--- src/rtl/stack_window_guard_pkg.sv ---
`timescale 1ns/1ps
package stack_window_guard_pkg;
   // Addressing forms of a load/store
   typedef enum logic {
      FORM_REG_IMM = 1'b0,
      FORM_REG_REG = 1'b1
   } addr_form_e;

   // Index of each limit register inside the limit bank
   localparam int unsigned LIM_LO = 0;
   localparam int unsigned LIM_HI = 1;
   localparam int unsigned LIM_N  = 2;
endpackage

--- src/rtl/stack_window_guard_limits.sv ---
`timescale 1ns/1ps
module stack_window_guard_limits
   import stack_window_guard_pkg::*;
#(
   parameter int unsigned          AW     = 32,
   parameter int unsigned          SRW    = 14,
   parameter logic [SRW-1:0]       LO_SEL = 'h800,
   parameter logic [SRW-1:0]       HI_SEL = 'h802
) (
   input  logic           clk,
   input  logic           rst_n,
   input  logic           wr_en,
   input  logic [SRW-1:0] wr_sel,
   input  logic [AW-1:0]  wr_data,
   input  logic [SRW-1:0] rd_sel,
   output logic [AW-1:0]  rd_data,
   output logic [AW-1:0]  lim_lo,
   output logic [AW-1:0]  lim_hi
);
   localparam logic [SRW-1:0] SEL_TAB [LIM_N] = '{LO_SEL, HI_SEL};

   logic [AW-1:0] lim_q [LIM_N];

   for (genvar g = 0; g < LIM_N; g++) begin : g_lim
      // The low limit opens at zero and the high limit at all ones
      localparam logic [AW-1:0] RST_VAL = (g == LIM_LO) ? '0 : '1;
      always_ff @(posedge clk) begin
         if (!rst_n)
            lim_q[g] <= RST_VAL;
         else if (wr_en && wr_sel == SEL_TAB[g])
            lim_q[g] <= wr_data;
      end
   end

   assign lim_lo = lim_q[LIM_LO];
   assign lim_hi = lim_q[LIM_HI];

   always_comb begin
      rd_data = '0;
      for (int i = 0; i < LIM_N; i++)
         if (rd_sel == SEL_TAB[i]) rd_data = lim_q[i];
   end


   lim_reset_open_chk: assert property (@(posedge clk) disable iff (!rst_n)
      !$past(rst_n) |-> (lim_lo == '0 && lim_hi == '1));

   lim_lo_write_chk: assert property (@(posedge clk) disable iff (!rst_n)
      (wr_en && wr_sel == LO_SEL) |=> lim_lo == $past(wr_data));

   lim_hi_write_chk: assert property (@(posedge clk) disable iff (!rst_n)
      (wr_en && wr_sel == HI_SEL) |=> lim_hi == $past(wr_data));

   lim_hold_chk: assert property (@(posedge clk) disable iff (!rst_n)
      !(wr_en && (wr_sel == LO_SEL || wr_sel == HI_SEL)) |=> ($stable(lim_lo) && $stable(lim_hi)));
endmodule

--- src/rtl/stack_window_guard_select.sv ---
`timescale 1ns/1ps
module stack_window_guard_select
   import stack_window_guard_pkg::*;
#(
   parameter int unsigned RIW    = 5,
   parameter int unsigned SP_REG = 1
) (
   input  logic           vld,
   input  logic [RIW-1:0] base,
   input  logic [RIW-1:0] idx,
   input  logic           rr_form,
   output logic           sp_hit
);
   localparam logic [RIW-1:0] SP = RIW'(SP_REG);

   logic base_sp;
   logic idx_sp;

   assign base_sp = (base == SP);
   // The index operand only exists in the register-plus-register form
   assign idx_sp  = (addr_form_e'(rr_form) == FORM_REG_REG) && (idx == SP);
   assign sp_hit  = vld && (base_sp || idx_sp);
endmodule

--- src/rtl/stack_window_guard_cmp.sv ---
`timescale 1ns/1ps
module stack_window_guard_cmp #(
   parameter int unsigned AW = 32
) (
   input  logic [AW-1:0] addr,
   input  logic [AW-1:0] lo,
   input  logic [AW-1:0] hi,
   output logic          outside
);
   logic below;
   logic above;

   // Unsigned compares; the bounds themselves are inside the window
   assign below   = addr < lo;
   assign above   = addr > hi;
   assign outside = below | above;
endmodule

--- src/rtl/stack_window_guard.sv ---
`timescale 1ns/1ps
module stack_window_guard #(
   parameter int unsigned          AW         = 32,
   parameter int unsigned          RIW        = 5,
   parameter int unsigned          SRW        = 14,
   parameter int unsigned          CW         = 5,
   parameter int unsigned          SP_REG     = 1,
   parameter int unsigned          CAUSE_CODE = 7,
   parameter logic [SRW-1:0]       LO_SEL     = 'h800,
   parameter logic [SRW-1:0]       HI_SEL     = 'h802
) (
   input  logic           clk,
   input  logic           rst_n,
   input  logic           acc_vld,
   input  logic [AW-1:0]  acc_addr,
   input  logic [RIW-1:0] acc_base,
   input  logic [RIW-1:0] acc_idx,
   input  logic           acc_rr,
   input  logic           sr_wr_en,
   input  logic [SRW-1:0] sr_wr_sel,
   input  logic [AW-1:0]  sr_wr_data,
   input  logic [SRW-1:0] sr_rd_sel,
   output logic [AW-1:0]  sr_rd_data,
   output logic           exc_req,
   output logic [CW-1:0]  exc_cause,
   output logic [AW-1:0]  exc_addr
);
   localparam logic [CW-1:0] CAUSE = CW'(CAUSE_CODE);

   // Elaboration-time parameter checks
   if (AW < 8) begin : g_bad_aw
      $error("stack_window_guard: AW must be at least 8");
   end
   if (LO_SEL == HI_SEL) begin : g_bad_sel
      $error("stack_window_guard: limit selectors must differ");
   end
   if (CAUSE_CODE >= (1 << CW)) begin : g_bad_cause
      $error("stack_window_guard: CAUSE_CODE does not fit in CW bits");
   end
   if (SP_REG >= (1 << RIW)) begin : g_bad_sp
      $error("stack_window_guard: SP_REG does not fit in RIW bits");
   end

   logic [AW-1:0] lim_lo;
   logic [AW-1:0] lim_hi;
   logic          sp_hit;
   logic          outside;
   logic          fault;

   stack_window_guard_limits #(
      .AW(AW), .SRW(SRW), .LO_SEL(LO_SEL), .HI_SEL(HI_SEL)
   ) u_limits (
      .clk     (clk),
      .rst_n   (rst_n),
      .wr_en   (sr_wr_en),
      .wr_sel  (sr_wr_sel),
      .wr_data (sr_wr_data),
      .rd_sel  (sr_rd_sel),
      .rd_data (sr_rd_data),
      .lim_lo  (lim_lo),
      .lim_hi  (lim_hi)
   );

   stack_window_guard_select #(
      .RIW(RIW), .SP_REG(SP_REG)
   ) u_select (
      .vld     (acc_vld),
      .base    (acc_base),
      .idx     (acc_idx),
      .rr_form (acc_rr),
      .sp_hit  (sp_hit)
   );

   stack_window_guard_cmp #(
      .AW(AW)
   ) u_cmp (
      .addr    (acc_addr),
      .lo      (lim_lo),
      .hi      (lim_hi),
      .outside (outside)
   );

   assign fault = sp_hit && outside;

   always_ff @(posedge clk) begin
      if (!rst_n) begin
         exc_req   <= 1'b0;
         exc_cause <= '0;
         exc_addr  <= '0;
      end else begin
         exc_req   <= fault;
         exc_cause <= fault ? CAUSE : '0;
         exc_addr  <= fault ? acc_addr : '0;
      end
   end


   exc_after_access_chk: assert property (@(posedge clk) disable iff (!rst_n)
      exc_req |-> $past(acc_vld));

   exc_cause_code_chk: assert property (@(posedge clk) disable iff (!rst_n)
      exc_req |-> exc_cause == CAUSE);

   exc_addr_capture_chk: assert property (@(posedge clk) disable iff (!rst_n)
      exc_req |-> exc_addr == $past(acc_addr));

   exc_quiet_fields_chk: assert property (@(posedge clk) disable iff (!rst_n)
      !exc_req |-> (exc_cause == '0 && exc_addr == '0));

   no_sp_no_exc_chk: assert property (@(posedge clk) disable iff (!rst_n)
      (acc_vld && !sp_hit) |=> !exc_req);

   in_window_quiet_chk: assert property (@(posedge clk) disable iff (!rst_n)
      (acc_vld && acc_addr >= lim_lo && acc_addr <= lim_hi) |=> !exc_req);
endmodule

--- config.mk ---
export PLATFORM = sky130hd
export DESIGN_NAME = stack_window_guard
export DESIGN_NICKNAME = d
export VERILOG_FILES = /design/src/rtl/stack_window_guard_pkg.sv /design/src/rtl/stack_window_guard_limits.sv /design/src/rtl/stack_window_guard_select.sv /design/src/rtl/stack_window_guard_cmp.sv /design/src/rtl/stack_window_guard.sv
export SDC_FILE = /design/constraint.sdc
export NUM_CORES = 1
export LEC_CHECK = 0
export ABC_AREA = 1
export BUFFER_PORTS_ARGS = -buffer_cell sky130_fd_sc_hd__buf_2
export CAP_MARGIN = 20
export CORE_UTILIZATION = 48
export CTS_BUF_LIST = sky130_fd_sc_hd__clkbuf_4 sky130_fd_sc_hd__clkbuf_8
export CTS_CLUSTER_DIAMETER = 150
export DETAILED_ROUTE_END_ITERATION = 8
export GPL_ROUTABILITY_DRIVEN = 0
export PLACE_DENSITY_LB_ADDON = 0.25
export SYNTH_ARGS = -nofsm -noshare
export SYNTH_HDL_FRONTEND = slang
export SYNTH_SLANG_ARGS = --single-unit
--- constraint.sdc ---
create_clock -name clk -period 3.75 [get_ports clk]
set_input_delay 0.375 -clock clk [delete_from_list [all_inputs] [get_ports clk]]
set_output_delay 0.375 -clock clk [all_outputs]
set_load 0.05 [all_outputs]
==> results of run 1 <==
==> cell families after synthesis <==
group                      after synthesis
AOI/OAI and AO/OA                       71
DFF                                     97
and+or+nand+nor                        225
other                                    1
adders and majority gates               63
buffers and inverters                  169
==> worst max-delay path, cell delays in order <==
cell     delay (ns)
buf_2          0.10
nor4_1         0.24
nor3b_2        0.23
nand4_1        0.10
buf_4          0.27
o22ai_1        0.28
buf_2          0.31
==> final timing paths <==
kind | end | slack (ns)
setup reg to reg | exc_addr[19]$_SDFF_PN0_ | 1.53
hold reg to reg | exc_cause[1]$_SDFF_PN0_ | 1.52
hold / removal | exc_addr[25]$_SDFF_PN0_ | 0.24
setup / recovery | sr_rd_data[31] | 1.45
==> per-layer routing <==
metal	GRT usage	vias up	wire length [um]
li1	-	2326	-
met1	0.264	2074	5410
met2	0.425	173	6660
met3	0.0524	23	894
met4	0.0830	0	289
met5	0	-	0
==> report_power, final <==
group,internal [mW],switching (mW),total [mW]
logic,0.124,0.186,0.310
clock network,0.526,0.364,0.890
registers,1.17,0.00971,1.18
==> final cells by class <==
type / count / area [um2] / share of cell area
clock buffer: 11 / 139 / 0.0208
clock inverter: 5 / 128 / 0.0191
inverter: 149 / 559 / 0.0838
multi-input combinational: 361 / 2160 / 0.324
sequential: 97 / 2580 / 0.387
tap: 140 / 175 / 0.0262
timing repair buffer: 179 / 928 / 0.139
==> through the flow <==
step / setup slack (ns) / hold WS (ns) / total power [mW] / util
final: 1.45 / 0.243 / 2.38 / 0.610
after global routing: 1.28 / 0.226 / 2.48 / 0.610
after CTS: 1.46 / 0.235 / 2.39 / 0.608
after global placement: 1.46 / 0.622 / 1.49 / 0.583
after detailed placement: 1.38 / 0.626 / 1.51 / 0.583
after floorplan: 0.219 / 0.487 / 1.38 / -
==> sequential cells by signal, summed over array words and instances (netlist names) <==
register,count
exc_addr,32
exc_cause,1
u_limits.lim_q,64
==> layout by cell type, fill, tap and decap left out, types with 4 or more instances in the layout <==
| cell | instances |
|---|---|
| a21oi_1 | 28 |
| buf_2 | 174 |
| buf_4 | 4 |
| bufinv_16 | 4 |
| clkbuf_8 | 9 |
| dfxtp_1 | 33 |
| edfxtp_1 | 64 |
| ha_1 | 63 |
| inv_1 | 149 |
| nand2_1 | 103 |
| nand2_2 | 4 |
| nand3_1 | 5 |
| nand4_1 | 5 |
| nor2_1 | 86 |
| nor3_1 | 5 |
| nor4_1 | 6 |
| o21ai_0 | 7 |
| o22ai_1 | 32 |
==> results summary, run 1 <==
The CTS sink count came out at 97. The number of enable-type register cells in the synthesized netlist came out at 64. The sum of negative setup slack is 0 ns. The critical path is of the input port to output port type. The flow ran to the end, and the final reports show no timing, DRC or antenna violations. The largest total area in the synthesized netlist belongs to edfxtp_1. The worst register-to-register path has a depth of 13. Of the total synthesized cell area, the portion taken by AND, OR, NAND and NOR gates is 0.175.

The final routed wirelength across all metal layers came out at 13300 um. The critical path starts at sr_rd_sel[7]. The horizontal die dimension is 108 um.

After routing the design area is 0.00667 mm2. The number of standard cells after synthesis came out at ~630. The sequential-to-total area share from yosys stat is 0.475. The detailed-router iteration count before antenna repair is 5.

The floorplan step defined a die boundary enclosing 0.0117 mm2. The leakage power total came out at 3.66 nW. The class of the most critical hold timing path is input port to register. Setup repair after global routing left no endpoint under its margin.

The post-layout instance count excluding filler cells is 942. The origin of the critical flop-to-flop path is u_limits.lim_q[0][15]$_SDFFCE_PN0P_. The clock transition time at the flip-flop clock pins of the worst setup and hold paths came out at 0.09 ns. The clock reaches the later pin of the worst-skew pair after 0.37 ns. The fraction of the cycle the final worst path needs came out at 0.614. Setup violations remaining at the end of the flow were counted as 0. The highest fanout seen on the critical path came out at 32. The number of failing hold endpoints at the final stage is 0. Row generation in the floorplan step produced 38 rows. The count of vias placed by the detailed router came out at 4596. For this run, the post-layout net count is 967. By area, the combinational part of the netlist is dominated by simple AND/OR/NAND/NOR gates. The critical path launch point type is an input port. The remaining antenna violation count is 0.

Counting along the longest clock path gives a buffer depth of 2. The mux cell area share after synthesis came out at 0. Derived from the worst setup path, the maximum achievable clock frequency is 434 MHz. The number of global-route vias before repair came out at 4569. In the post-synthesis netlist, the biggest area contributors are edfxtp_1 35%, ha_1 15%, dfxtp_1 12%. The power per unit of standard cell area is around 360 mW/mm2. For this configuration, the core starts out at a cell density of 0.497. The predominant post-synthesis flop cell is edfxtp_1. The total setup buffers inserted after CTS came out at 0.

After synthesis, the mean cell area works out to 8.68 um2. The antenna diode count came out at 0. For the pin with the worst max-slew slack, the measured transition is 0.861 ns. The remaining global-route overflow came out at 0. CTS placed an instance of clkbuf_8 at the clock tree root. The all-layer global routing usage came out at 0.233. The number of resized instances in the post-cts repair step came out at 0. The fill cell instance count of the final layout is approximately 1000.

Synthesis inferred 97 register bits. At the worst endpoint, the arrival time is a little under 2 ns. TritonCTS created 9 clock buffers. The max-cap violation count came out at 0. The largest net degree at the start of global routing came out at 34. The core area came out at 0.0109 mm2.

The number of pins with negative max-slew slack in the final report came out at 0. TritonCTS built the clock tree. The remaining routing DRC violations came out at 0. The number of different library cells used by synthesis comes to 31. The number of design-rule violations left by the first detailed-router iteration is 203. The area share of fa/ha/maj cells after synthesis came out at 0.145. The compound-cell area share of the yosys netlist is 0.0742. STA puts the critical path data required time at 3.38 ns. In this run the count of I/O pins placed on the die edge is 177. The per-cell via count in the routed design is 4.88. The most frequent cell after synthesis is inv_1. The share of flip-flops with an asynchronous set or reset is 0. The initial antenna violation count came out at 0. The count of synthesis-stage warnings from yosys is 0. Summing all placed instances gives a cell area of 0.00638 mm2. The relative max-transition margin came out at 0.425. The post-detailed-route wirelength per cell is roughly 14 um. The startpoint identified for the worst hold timing path is acc_addr[25]. The clock period minus final worst setup slack came out at 2.30 ns. The number of stages on the worst hold path is 3. The total of hold buffers inserted after clock tree synthesis is 0. The cell count after placement is 925. The H-tree depth is 3.

The global-route wire length before repair is 20500 um. The layout-stage area growth over the synthesis result is 22.9%. The share of Yosys cell area claimed by the top area cell type is 0.354. The worst-case clock skew is 0.00753 ns. The ratio of cells with drive above 1 in the final layout is 0.258.

The quantity of I/O buffers inserted on ports came out at 174. After synthesis the cells add up to ~0.0054 mm2. Of the total synthesized cell area, the portion taken by XOR and XNOR cells is 0. The HPWL after detailed placement is 10000 um. After synthesis, the most frequently instantiated cells are 149 x inv_1, 103 x nand2_1, 86 x nor2_1, 64 x edfxtp_1, 63 x ha_1. IR analysis of the VDD net gives a maximum drop of 0.209 mV. The floorplan die height is around 110 um. The worst setup path is captured at an output port.
Note: power is estimated with default switching activity, not from simulation.
==> inputs of run 2 (changes only) <==
--- a/config.mk
+++ b/config.mk
@@ -5,10 +5,10 @@
 export SDC_FILE = /design/constraint.sdc
 export NUM_CORES = 1
 export LEC_CHECK = 0
-export ABC_AREA = 1
+export ABC_AREA = 0
 export BUFFER_PORTS_ARGS = -buffer_cell sky130_fd_sc_hd__buf_2
 export CAP_MARGIN = 20
-export CORE_UTILIZATION = 48
+export CORE_UTILIZATION = 54
 export CTS_BUF_LIST = sky130_fd_sc_hd__clkbuf_4 sky130_fd_sc_hd__clkbuf_8
 export CTS_CLUSTER_DIAMETER = 150
 export DETAILED_ROUTE_END_ITERATION = 8
==> constraint.sdc (replaced) <==
create_clock -name clk -period 2.24 [get_ports clk]
set_input_delay 0.224 -clock clk [delete_from_list [all_inputs] [get_ports clk]]
set_output_delay 0.224 -clock clk [all_outputs]
set_load 0.05 [all_outputs]
==> results summary, run 2 <==
The flow ran to the end, but the final reports show violations. The final reports fail on negative setup slack. The initial antenna violation count came out at 1 (+1). The largest voltage drop on the vdd net came out at 0.259 mV (+24%). The global-route wire length before repair came to 22800 um (+11%). For the finished layout, the period the worst path requires is 2.36 ns.

The launch point of the critical path is u_limits.lim_q[1][31]$_SDFFCE_PN1P_. The worst register-to-register path begins at u_limits.lim_q[1][31]$_SDFFCE_PN1P_. The distinct cell type count after synthesis is 44 (+42%). The relative max-transition margin came to 0.626 (+0.201). The per-cell via count in the routed design is 5.47 (+12%).

Leaving out fill and tap cells, the most frequent cell in the layout is buf_2. The commonest cells after synthesis are 65 x inv_1, 64 x edfxtp_1, 63 x ha_1, 41 x nand3_1, 40 x nor2_1. The number of standard cells after synthesis is 567 (-9.4%). The tree is rooted in a clkbuf_8. The sequential-to-total area share from yosys stat is 0.439 (-0.0368). The clock latency on the worst-skew pair came to 0.38 ns (about the same). The combined area of all synthesized cells is 0.00589 mm2 (+8.4%). The H-tree depth is 3 (unchanged). The sequential cell area in the final layout came out at 0.00258 mm2 (unchanged). The number of nets in the layout came out at 910 (-5.9%). The number of I/O pins is 177 (unchanged). The core area is 0.0105 mm2 (-4.3%). The number of global-route vias before repair is 4613 (+0.96%). The count of synthesis-stage warnings from yosys came to 0 (unchanged).

The leakage power total came to 3.55 nW (-2.9%). The fill cell instance count of the final layout came out at 830 (-17%). The remaining global-route overflow is 0 (unchanged).

The total of hold buffers inserted after clock tree synthesis was 0 (unchanged). In the layout the commonest cells are 174 x buf_2, 64 x inv_1, 64 x edfxtp_1. The number of failing hold endpoints at the final stage came out at 0 (unchanged). The transition at the pin with the smallest max-transition slack came out at 0.548 ns (-0.314 ns). The all-layer global routing usage came out at 0.264 (+0.0316). The synthesis-stage register bit count is 97 (unchanged). The ratio of cells with drive above 1 in the final layout is 0.389 (+0.131).

The number of pins with negative max-slew slack in the final report came out at 0 (unchanged). The number of design-rule violations left by the first detailed-router iteration came out at 270 (+33%). The worst hold path belongs to the class input port to register.

The worst-case clock skew came to 0.0127 ns (+0.00520 ns). The row count came out at 37 (-2.6%). The count of vias placed by the detailed router is 4819 (+4.9%). The horizontal die dimension is 106 um (-1.8%). The setup path with the least slack is of type register to register.

The count of final setup violators came out at 33 (+33). STA classifies the critical path startpoint as a register. The detailed-router iteration count before antenna repair came out at 5 (unchanged).

The biggest area contributor in the post-synthesis netlist is edfxtp_1. TritonCTS built the clock tree. The antenna diode count is 0 (unchanged). The achievable frequency is 423 MHz.

The mean area per synthesized cell was 10.4 um2 (+20%). The CTS sink count came to 97 (unchanged). The floorplan die height came out at 106 um (-1.8%). The remaining antenna violation count was 0 (unchanged). STA classifies the critical path endpoint as a register. The post-route standard cell area excluding fillers is 0.00723 mm2 (+8.3%).

The clock transition time at the flip-flop clock pins of the worst setup and hold paths came out at 0.10 ns (about the same). The placement-stage cell area is 0.00694 mm2 (+8.8%). The quantity of I/O buffers inserted on ports came to 174 (unchanged). The total die area came to 0.0113 mm2 (-3.6%). The number of enable-type register cells in the synthesized netlist is 64 (unchanged). The layout-stage area growth over the synthesis result came to 22.8% (about the same). The data required time of the critical path is 2.54 ns (-0.84 ns). Setup repair after global routing could not meet its margin everywhere. The largest registers in the layout are u_limits.lim_q: 64 flops, exc_addr: 32 flops, exc_cause: 1 flops. The share of flip-flops with an asynchronous set or reset came out at 0 (unchanged).

The worst setup margin is -0.123 ns (-1.57 ns). The remaining routing DRC violations came out at 0 (unchanged). The total power after layout came out at 3.78 mW (+59%). The number of buffers created by CTS is 9 (unchanged). The HPWL after detailed placement was 11500 um (+15%).

The max-cap violation count came out at 0 (unchanged). The multi-input gate area in the final layout is 0.00289 mm2 (+34%). The post-detailed-route wirelength per cell came out at 16.8 um (+19%). The maximum clock path buffer count was 2 (unchanged). The worst hold path begins at acc_addr[19]. The fraction of the cycle the final worst path needs is 1.05. The highest fanout seen on the critical path was 18 (-44%).

The initial core utilization came out at 0.563 (+0.0660). Yosys attributes the largest share of cell area to edfxtp_1 33%, ha_1 13%, dfxtp_1 11%. Yosys instantiated no cell more often than inv_1. The share of Yosys cell area claimed by the top area cell type is 0.326 (-0.0274).

Counting flops per register, the top entry is u_limits.lim_q. The data arrival at the endpoint of the critical path was 2.67 ns (+0.74 ns). The power per unit of standard cell area came out at 523 mW/mm2 (+47%). The most used flip-flop cell after synthesis is edfxtp_1. The final routed wirelength across all metal layers came out at 14800 um (+11%). The flip-flop count of the largest register after layout is 64 (unchanged). The largest net degree at the start of global routing is 36 (+5.9%).
run 2: logic make-up after synthesis:
| family | share of synthesized area |
|---|---|
| buffers and inverters | 0.0820 |
| multiplexers | 0.0544 |
| adder cells (fa/ha/maj) | 0.134 |
| AND/OR/NAND/NOR | 0.173 |
| AO/OA/AOI/OAI | 0.117 |
| other | 0.000637 |
| flip-flops | 0.439 |
run 2: final timing paths:
path                             endpoint  slack, ns  cells after the start
setup reg to reg  exc_addr[21]$_SDFF_PN0_      -0.12                     10
hold reg to reg    exc_addr[0]$_SDFF_PN0_       1.05                      5
setup / recovery  exc_addr[21]$_SDFF_PN0_      -0.12                     10
hold / removal    exc_addr[19]$_SDFF_PN0_       0.11                      3
run 2: per-stage QoR:
step	util	TNS, ns	setup WS (ns)	hold slack [ns]	std cells
global placement	0.663	-1.09	-0.0425	0.495	861
CTS	0.685	-1.29	-0.0831	0.0994	880
floorplan	-	-23.34	-0.365	0.352	568
global route	0.691	-5.97	-0.218	0.112	881
finish	0.691	-3.23	-0.123	0.106	881
detailed placement	0.663	-1.04	-0.0694	0.499	861
run 2: report_power, final:
group	internal, mW	switching [mW]	total, mW
sequential	1.96	0.0415	2.00
clock	0.414	0.634	1.05
combinational	0.320	0.409	0.729
total	2.70	1.08	3.78
run 2: what timing repair did:
item,4_1_cts,5_1_grt
cloned,1,1
pin swaps,1,5
gates resized for setup,4,9
endpoints found under the setup margin,33,33
setup buffers,2,0
run 2: layout make-up:
type	instances	share of cell area
Tap cell	136	0.0235
Inverter	65	0.0338
Multi-Input combinational cell	372	0.400
Timing Repair Buffer	195	0.161
Clock inverter	7	0.00744
Clock buffer	9	0.0171
Sequential cell	97	0.357
run 2: per-layer routing:
layer,track usage,part of all wire
met4,0.101,0.018
met2,0.412,0.46
met5,0,0.00081
met3,0.0319,0.081
met1,0.376,0.44
run 2: worst max-delay path, cell delays in order, from the launching register on:
cell and delay (ns):
edfxtp_1 0.36, inv_1 0.07, ha_1 0.32, nand4_1 0.15, buf_4 0.19, a2111oi_0 0.44, nor4_1 0.10, buf_4 0.17
a2bb2oi_4 0.18, buf_12 0.18, a21oi_2 0.13
